$ cat config.mk
export PLATFORM = sky130hd
export DESIGN_NAME = pca_timebase
export DESIGN_NICKNAME = d
export VERILOG_FILES = /design/src/rtl/ctb_pkg.sv /design/src/rtl/ctb_tick_gen.sv /design/src/rtl/ctb_counter.sv /design/src/rtl/ctb_flags.sv /design/src/rtl/pca_timebase.sv
export SDC_FILE = /design/constraint.sdc
export NUM_CORES = 1
export LEC_CHECK = 0
export BUFFER_PORTS_ARGS = -buffer_cell sky130_fd_sc_hd__buf_2
export CAP_MARGIN = 40
export CORE_ASPECT_RATIO = 0.8
export CORE_UTILIZATION = 50
export DETAILED_ROUTE_END_ITERATION = 6
export HOLD_SLACK_MARGIN = 0.03
export PLACE_DENSITY = 0.88
export SLEW_MARGIN = 25
export SYNTH_ARGS = -nofsm -noshare
export SYNTH_HDL_FRONTEND = slang
export SYNTH_SLANG_ARGS = --single-unit
$ cat constraint.sdc
create_clock -name clk -period 1.6 [get_ports clk]
set_input_delay 0.16 -clock clk [delete_from_list [all_inputs] [get_ports clk]]
set_output_delay 0.16 -clock clk [all_outputs]
set_load 0.02 [all_outputs]
$ cat src/rtl/ctb_pkg.sv
package ctb_pkg;

    localparam logic [7:0] ADDR_CTRL   = 8'hD8;
    localparam logic [7:0] ADDR_MODE   = 8'hD9;
    localparam logic [7:0] ADDR_CNT_LO = 8'hE9;
    localparam logic [7:0] ADDR_CNT_HI = 8'hF9;

    typedef enum logic [1:0] {
        SRC_SLOW = 2'b00,
        SRC_FAST = 2'b01,
        SRC_T0   = 2'b10,
        SRC_PIN  = 2'b11
    } src_e;

    typedef struct packed {
        logic       idle_gate;
        logic       wdog_on;
        logic [2:0] spare;
        src_e       src;
        logic       ovf_ie;
    } mode_t;

    function automatic mode_t mode_from_byte(input logic [7:0] b);
        mode_t m;
        m.idle_gate = b[7];
        m.wdog_on   = b[6];
        m.spare     = 3'b000;
        m.src       = src_e'(b[2:1]);
        m.ovf_ie    = b[0];
        return m;
    endfunction

endpackage

$ cat src/rtl/ctb_tick_gen.sv
module ctb_tick_gen
    import ctb_pkg::*;
#(
    parameter int DIV_SLOW = 6,
    parameter int DIV_FAST = 2
) (
    input  logic clk,
    input  logic rst,
    input  logic active,
    input  src_e src,
    input  logic t0_ovf,
    input  logic ext_pin,
    output logic tick
);
    localparam int PW = (DIV_SLOW > 2) ? $clog2(DIV_SLOW) : 1;
    localparam logic [PW-1:0] LIM_SLOW = PW'(DIV_SLOW - 1);
    localparam logic [PW-1:0] LIM_FAST = PW'(DIV_FAST - 1);

    logic [PW-1:0] pre;
    logic [PW-1:0] lim;
    logic          pre_hit;
    logic [2:0]    pin_sh;
    logic          pin_fall;

    assign lim     = (src == SRC_SLOW) ? LIM_SLOW : LIM_FAST;
    assign pre_hit = (pre == lim);

    always_ff @(posedge clk) begin
        if (rst || !active) begin
            pre <= '0;
        end else if (pre_hit) begin
            pre <= '0;
        end else begin
            pre <= pre + 1'b1;
        end
    end

    // two synchronizing flops plus one history flop for edge detection
    always_ff @(posedge clk) begin
        if (rst) begin
            pin_sh <= 3'b000;
        end else begin
            pin_sh <= {pin_sh[1:0], ext_pin};
        end
    end

    assign pin_fall = pin_sh[2] & ~pin_sh[1];

    always_comb begin
        unique case (src)
            SRC_SLOW, SRC_FAST: tick = active & pre_hit;
            SRC_T0:             tick = active & t0_ovf;
            SRC_PIN:            tick = active & pin_fall;
            default:            tick = 1'b0;
        endcase
    end

endmodule

$ cat src/rtl/ctb_counter.sv
module ctb_counter #(
    parameter int CNT_W = 16
) (
    input  logic             clk,
    input  logic             rst,
    input  logic             tick,
    input  logic             wr_lo,
    input  logic             wr_hi,
    input  logic [7:0]       wdata,
    output logic [CNT_W-1:0] cnt,
    output logic             wrap
);
    localparam int HI_W = CNT_W - 8;
    localparam logic [CNT_W-1:0] ALL_ONES = {CNT_W{1'b1}};

    assign wrap = tick && !wr_lo && !wr_hi && (cnt == ALL_ONES);

    always_ff @(posedge clk) begin
        if (rst) begin
            cnt <= '0;
        end else if (wr_lo || wr_hi) begin
            if (wr_lo) cnt[7:0]       <= wdata;
            if (wr_hi) cnt[CNT_W-1:8] <= wdata[HI_W-1:0];
        end else if (tick) begin
            cnt <= cnt + 1'b1;
        end
    end

endmodule

$ cat src/rtl/ctb_flags.sv
module ctb_flags #(
    parameter int NUM_MOD = 5
) (
    input  logic               clk,
    input  logic               rst,
    input  logic               wr,
    input  logic               run_wdata,
    input  logic               ovf_keep,
    input  logic [NUM_MOD-1:0] mod_keep,
    input  logic               wrap,
    input  logic [NUM_MOD-1:0] mod_evt,
    output logic               run,
    output logic               ovf_flag,
    output logic [NUM_MOD-1:0] mod_flags
);
    always_ff @(posedge clk) begin
        if (rst) begin
            run <= 1'b0;
        end else if (wr) begin
            run <= run_wdata;
        end
    end

    always_ff @(posedge clk) begin
        if (rst) begin
            ovf_flag <= 1'b0;
        end else if (wrap) begin
            ovf_flag <= 1'b1;
        end else if (wr && !ovf_keep) begin
            ovf_flag <= 1'b0;
        end
    end

    for (genvar g = 0; g < NUM_MOD; g++) begin : g_mod
        always_ff @(posedge clk) begin
            if (rst) begin
                mod_flags[g] <= 1'b0;
            end else if (mod_evt[g]) begin
                mod_flags[g] <= 1'b1;
            end else if (wr && !mod_keep[g]) begin
                mod_flags[g] <= 1'b0;
            end
        end
    end

endmodule

$ cat src/rtl/pca_timebase.sv
module pca_timebase
    import ctb_pkg::*;
#(
    parameter int CNT_W    = 16,
    parameter int DIV_SLOW = 6,
    parameter int DIV_FAST = 2,
    parameter int NUM_MOD  = 5
) (
    input  logic               clk,
    input  logic               rst,
    input  logic               bus_wr,
    input  logic [7:0]         bus_addr,
    input  logic [7:0]         bus_wdata,
    output logic [7:0]         bus_rdata,
    input  logic               cpu_idle,
    input  logic               t0_ovf,
    input  logic               eci_pin,
    input  logic [NUM_MOD-1:0] mod_evt,
    output logic               irq,
    output logic               wdog_en
);
    mode_t              mode_q;
    logic               run;
    logic               active;
    logic               tick;
    logic               wrap;
    logic               ovf_flag;
    logic [NUM_MOD-1:0] mod_flags;
    logic [CNT_W-1:0]   cnt_val;
    logic               wr_mode, wr_ctrl, wr_lo, wr_hi, cnt_wr_any;
    logic [7:0]         ctrl_byte;

    assign wr_mode    = bus_wr && (bus_addr == ADDR_MODE);
    assign wr_ctrl    = bus_wr && (bus_addr == ADDR_CTRL);
    assign wr_lo      = bus_wr && (bus_addr == ADDR_CNT_LO);
    assign wr_hi      = bus_wr && (bus_addr == ADDR_CNT_HI);
    assign cnt_wr_any = wr_lo || wr_hi;

    always_ff @(posedge clk) begin
        if (rst) begin
            mode_q <= mode_from_byte(8'h00);
        end else if (wr_mode) begin
            mode_q <= mode_from_byte(bus_wdata);
        end
    end

    assign active = run && !(mode_q.idle_gate && cpu_idle);

    ctb_tick_gen #(.DIV_SLOW(DIV_SLOW), .DIV_FAST(DIV_FAST)) u_tick (
        .clk    (clk),
        .rst    (rst),
        .active (active),
        .src    (mode_q.src),
        .t0_ovf (t0_ovf),
        .ext_pin(eci_pin),
        .tick   (tick)
    );

    ctb_counter #(.CNT_W(CNT_W)) u_cnt (
        .clk  (clk),
        .rst  (rst),
        .tick (tick),
        .wr_lo(wr_lo),
        .wr_hi(wr_hi),
        .wdata(bus_wdata),
        .cnt  (cnt_val),
        .wrap (wrap)
    );

    ctb_flags #(.NUM_MOD(NUM_MOD)) u_flags (
        .clk      (clk),
        .rst      (rst),
        .wr       (wr_ctrl),
        .run_wdata(bus_wdata[6]),
        .ovf_keep (bus_wdata[7]),
        .mod_keep (bus_wdata[NUM_MOD-1:0]),
        .wrap     (wrap),
        .mod_evt  (mod_evt),
        .run      (run),
        .ovf_flag (ovf_flag),
        .mod_flags(mod_flags)
    );

    always_comb begin
        ctrl_byte              = '0;
        ctrl_byte[7]           = ovf_flag;
        ctrl_byte[6]           = run;
        ctrl_byte[NUM_MOD-1:0] = mod_flags;
    end

    always_comb begin
        case (bus_addr)
            ADDR_MODE:   bus_rdata = {mode_q.idle_gate, mode_q.wdog_on, 3'b000,
                                      mode_q.src, mode_q.ovf_ie};
            ADDR_CTRL:   bus_rdata = ctrl_byte;
            ADDR_CNT_LO: bus_rdata = cnt_val[7:0];
            ADDR_CNT_HI: bus_rdata = 8'(cnt_val[CNT_W-1:8]);
            default:     bus_rdata = 8'h00;
        endcase
    end

    assign irq     = ovf_flag && mode_q.ovf_ie;
    assign wdog_en = mode_q.wdog_on;

endmodule

==> metrics, run 1 <==
total negative slack -0.00841 ns; P_sw 0.395 mW; kind of critical path reg2reg; Power Density 572 nW/um^2; Die ar. 4380 sq um; FF+latch count, synth 34; Synth top area share 0.330; drt total wl 7150 microns; RSZ-0062 raised after global routing true; post-DP HPWL 4570 microns; Final min period 1.61 ns; number of remaining DRC errors 0; # IOs 37; largest net degree at the start of global routing 24; post-synthesis cell type count 55; post-synthesis instance total 256; Syn Std Cell Area 2060 sq um; layout cell share with drive strength beyond 1 0.381; Clk Tree Root Cell clkbuf_8; yosys warns 0; Die W 73.8 microns; Worst-path clk slew 0.07 ns; Crit. End Element register; Peak VDD IR 0.426 mV; layout net count 362; commonest non-fill, non-tap cell in the layout buf_4; setup violators final 2; Max-Cap Viols 0; CORE AREA 3880 sq um; gr usage total 0.304; max-slew violation count 0; Die Ht 59.4 microns; Tot Pwr 1.64 mW; ys async rst share 0; diode count 0; status complete, but fails checks; Layout area overhead 38.9%; Mean Syn Cell Area 8.05 sq um; vias in the first global route 2087; CP Launch Type register; Leakage 1.16 nW; signal arrival time at the worst endpoint 1.81 ns; IO buf count 36; Net Count, Synth 286; gp weighted congestion 0.956; Detailed Routing Iterations Pass 1 5; Crit Path Max Fanout 7; final non-filler cell total 386; initial antenna violation count 0; via count 2431; register-to-register setup slack -0.006 ns; Post-synth EDFFs 0; Final Util 0.738; antenna-violating nets left 0; setup slack after placement -0.102 ns; grt ovf 0; final worst slack -0.00628 ns; Starting DRT DRC Count 263; Pint 1.24 mW; first-pass GRT wire length 9940 microns; final worst-path cycle share 1.00; Slew @ Worst Pin 0.523 ns; Yosys top cell by area dfxtp_1; sequential share of power 0.526; Hold Vio Cnt, Final 0; Num CTS Buffers 5; Worst Path Required 1.81 ns; Clk pwr share 0.389; CTS max path bufs 2; Placed Instances 368; Row Count 20; hold buffers post-CTS 0; top_reg_cell synth dfxtp_1; Worst Clk Skew 0.00517 ns; most frequent cells in the layout buf_4, nand2_1, buf_2; Sink Count 34; worst rel slew slack 0.651; sequential fraction of the synthesis area 0.330; top cells by area, synth dfxtp_1, nand2_1, a21oi_1, o21ai_1, a21o_1; WL per Instance 18.5 microns; switching share of power 0.242; DR vias/cell 6.30; worst skew pair latency 0.28 ns; CTS H-tree lvls 2; Peak Freq 623 MHz; TritonCTS clock tree yes; Comb pwr share 0.085; failing checks setup timing; Worst Hold Class in2reg; Initial Util 0.531
-- registers in the layout (all words and copies together), names as in the netlist --
register / flops
u_tick.pin_sh: 3
u_cnt.cnt: 16
u_flags.run: 1
u_tick.pre: 3
wdog_en: 1
mode_q: 4
u_flags.ovf_flag: 1
u_flags.mod_flags: 5
-- critical path: stages, from the launching register on --
cell     delay, ns
dfxtp_1       0.52
nand3_1       0.21
nor4_4        0.37
buf_4         0.17
nand4_1       0.10
a21oi_1       0.18
-- stage by stage --
stage	hold WS, ns	area [sq um]
after floorplan	0.288	2070
after global placement	0.389	2530
after detailed placement	0.387	2530
after CTS	0.102	2650
after global routing	0.0908	2860
final	0.0974	2860
-- cell families after synthesis --
logic type | Yosys count | synth area share
buffers and inverters | 21 | 0.0516
adder cells (fa/ha/maj) | 3 | 0.0182
flip-flops | 34 | 0.330
AO/OA/AOI/OAI | 80 | 0.275
XOR/XNOR | 2 | 0.00850
multiplexers | 1 | 0.00486
AND/OR/NAND/NOR | 115 | 0.311
-- Yosys cell counts, types with 2 or more instances --
cell and n:
nand2_1 39, dfxtp_1 34, a21oi_1 26, nor2_1 17, o21ai_1 15, nand3_1 13, a21o_1 9, inv_1 9
nor2b_1 6, a222oi_1 5, nand3b_1 5, nand4_1 5, and2_1 4, buf_2 4, clkbuf_1 3, ha_1 3
nand4b_1 3, nor3_1 3, nor4_1 3, o31a_1 3, a21oi_2 2, a22oi_1 2, a311oi_1 2, a31oi_1 2
and3_1 2, buf_4 2, buf_6 2, nand4bb_1 2, nor3b_2 2, o21ai_0 2, o32ai_2 2, or3_1 2
-- layout make-up --
type                    count  area, sq um
well taps                  55         68.8
clock buffers               6         82.6
flip-flops and latches     34          704
multi-input cells         201         1410
inverters                   9         33.8
repair buffers             81          562
fillers                   268         1020
-- final timing paths --
| kind | start | end | cells past startpoint |
|---|---|---|---|
| worst max-delay path | u_cnt.cnt[13] | u_flags.ovf_flag | 5 |
| worst min-delay path | eci_pin | u_tick.pin_sh[0] | 2 |
| worst max register to register | u_cnt.cnt[13] | u_flags.ovf_flag | 5 |
| worst min register to register | u_tick.pin_sh[0] | u_tick.pin_sh[1] | 1 |
-- per-layer routing --
metal,up-vias,GRT usage,wire length [microns],share of wire
met1,1093,0.406,2700,0.38
met5,-,0,0,0
li1,1089,-,-,-
met4,0,0.118,280,0.039
met2,210,0.480,3270,0.46
met3,39,0.0663,899,0.13
-- power by group through the flow --
stage                     Clock [mW]  Sequential, mW  Combinational (mW)
after floorplan                    0           0.885              0.0497
after global placement             0           0.886               0.116
after detailed placement           0           0.887               0.122
after CTS                      0.636           0.868               0.124
after global routing           0.685           0.861               0.146
final                          0.637           0.860               0.140
-- what timing repair did --
action | CTS | global route
endpoints found under the setup margin | 11 | 21
gates resized for setup | 5 | 31
buffers inserted | 2 | 12
pin swaps | 3 | 13
No activity file was read; power rests on OpenSTA's default activity.
==> run 2, diff against run 1 <==
SETUP_SLACK_MARGIN = 0.2   (was default)
==> run 2 against run 1 <==
Net effect:
- the flow finishes with violations (DRC, setup timing)
- die area did not move
- sequential power about the same
- power up 17%
- utilization increased by 17 points
- clock power rose by 33%
- wire length grew 68%
- clock skew rose by 0.0081 ns
- register-to-register slack got worse by 0.18 ns
- critical path type unchanged
- combinational power increased by 47%
- final cell count is 6.5% higher
- sequential share of layout area down 4.1 points
==> metrics, run 2 (synthesized netlist as in run 1, its figures left out) <==
Worst Clk Skew 0.0132 ns; Clk pwr share 0.444; Comb pwr share 0.108; layout cell share with drive strength beyond 1 0.539; # IOs 37; CP most frequent cell buf_4; Max stage delay on crit path 0.40 ns; number of flip-flops in the largest register 16; Layout area overhead 70.6%; status complete, but fails checks; Buf/Inv on CP 2; drt total wl 12000 microns; Die W 73.8 microns; CP max stage cell dfxtp_4; CP Launch Type register; number of remaining DRC errors 130; DR vias/cell 7.51; antenna-violating nets left 0; failing checks DRC, setup timing; setup slack after placement -0.0865 ns; Detailed Routing Iterations Pass 1 7; Peak VDD IR 0.769 mV; Worst Hold Class in2reg; worst skew pair latency 0.31 ns; Crit Path Max Fanout 3; Final Util 0.906; Pint 1.40 mW; top flop regs u_cnt.cnt: 16 flops, u_flags.mod_flags: 5 flops, mode_q: 4 flops; TritonCTS clock tree yes; diode count 0; Worst-path clk slew 0.09 ns; Max-Cap Viols 0; critical-path cell list nand4_1 -> buf_4 -> buf_4 -> nor3_2 -> mux2i_1 -> or2_4 -> a21oi_2; Num CTS Buffers 5; CTS max path bufs 2; via count 3085; final worst-path cycle share 1.12; vias in the first global route 2599; signal arrival time at the worst endpoint 2.02 ns; Hold Vio Cnt, Final 0; Final min period 1.79 ns; max-slew violation count 0; Starting DRT DRC Count 777; commonest non-fill, non-tap cell in the layout buf_4; layout net count 385; Peak Freq 558 MHz; initial antenna violation count 0; Biggest register u_cnt.cnt; RSZ-0062 raised after global routing true; Initial Util 0.531; IO buf count 36; Top delay family on crit path simple AND/OR/NAND/NOR gates; Final Cell Area 3520 sq um; Clk Tree Root Cell clkbuf_8; kind of critical path reg2reg; first-pass GRT wire length 13600 microns; WL per Instance 29.3 microns; total negative slack -1.09 ns; Die Ht 59.4 microns; post-DP HPWL 4770 microns; Worst Path Required 1.83 ns; CTS H-tree lvls 2; grt ovf 0; most frequent cells in the layout buf_4, nand2_1, buf_6; P_sw 0.515 mW; CORE AREA 3880 sq um; setup violators final 16; gp weighted congestion 0.934; worst rel slew slack 0.663; placed cell areas 2560 sq um; Sink Count 34; switching share of power 0.269; Die ar. 4380 sq um; Crit. End Element register; register-to-register setup slack -0.19 ns; Row Count 20; Slew @ Worst Pin 0.505 ns; largest net degree at the start of global routing 20; Leakage 1.36 nW; Power Density 544 nW/um^2; final worst slack -0.191 ns; gr usage total 0.438; sequential share of power 0.448
[run 2: final cells by class]
| type | instances | area (sq um) |
|---|---|---|
| Fill cell | 146 | 363 |
| Clock inverter | 2 | 37.5 |
| Timing Repair Buffer | 104 | 912 |
| Multi-Input combinational cell | 201 | 1670 |
| Tap cell | 55 | 68.8 |
| Inverter | 9 | 33.8 |
| Clock buffer | 6 | 72.6 |
| Sequential cell | 34 | 722 |
[run 2: stage by stage]
step           power [mW]  instances  hold WS (ns)
3_5_place_dp         1.02        370         0.380
3_3_place_gp         1.01        370         0.380
6_report             1.91        411        0.0760
2_1_floorplan       0.936        256         0.288
5_1_grt              1.95        411        0.0846
4_1_cts              1.82        401        0.0620
[run 2: final timing paths]
path | start | cells after the start | end
worst max-delay path | u_cnt.cnt[0] | 7 | u_cnt.cnt[5]
worst min-delay path | eci_pin | 2 | u_tick.pin_sh[0]
worst max register to register | u_cnt.cnt[0] | 7 | u_cnt.cnt[5]
worst min register to register | u_tick.pin_sh[0] | 1 | u_tick.pin_sh[1]
[run 2: repair_timing]
item | 4_1_cts | 5_1_grt
hold buffers | 0 | 0
endpoints found under the setup margin | 25 | 35
cloned | 0 | 1
pin swaps | 35 | 32
gates resized for setup | 76 | 58
buffers inserted | 23 | 9
[run 2: layer usage]
metal  share of wire  wire length (microns)  vias to the layer above  GRT usage
li1                -                      -                     1144          -
met1            0.33                   3990                     1323      0.495
met2            0.40                   4790                      429      0.675
met3            0.16                   1960                      189      0.189
met4            0.11                   1300                        0      0.294
met5               0                      0                        -          0
[run 2: power by group through the flow]
stage	registers (mW)	logic (mW)	clock network (mW)
after floorplan	0.885	0.0514	0
after global placement	0.885	0.126	0
after detailed placement	0.885	0.131	0
after CTS	0.854	0.159	0.806
after global routing	0.858	0.211	0.880
final	0.857	0.206	0.848
[run 2: worst reg2reg max path, stage by stage (launching register included)]
cell and delay (ns):
dfxtp_4 0.40, nand4_1 0.19, buf_4 0.22, buf_4 0.14, nor3_2 0.19, mux2i_1 0.14
or2_4 0.27, a21oi_2 0.16
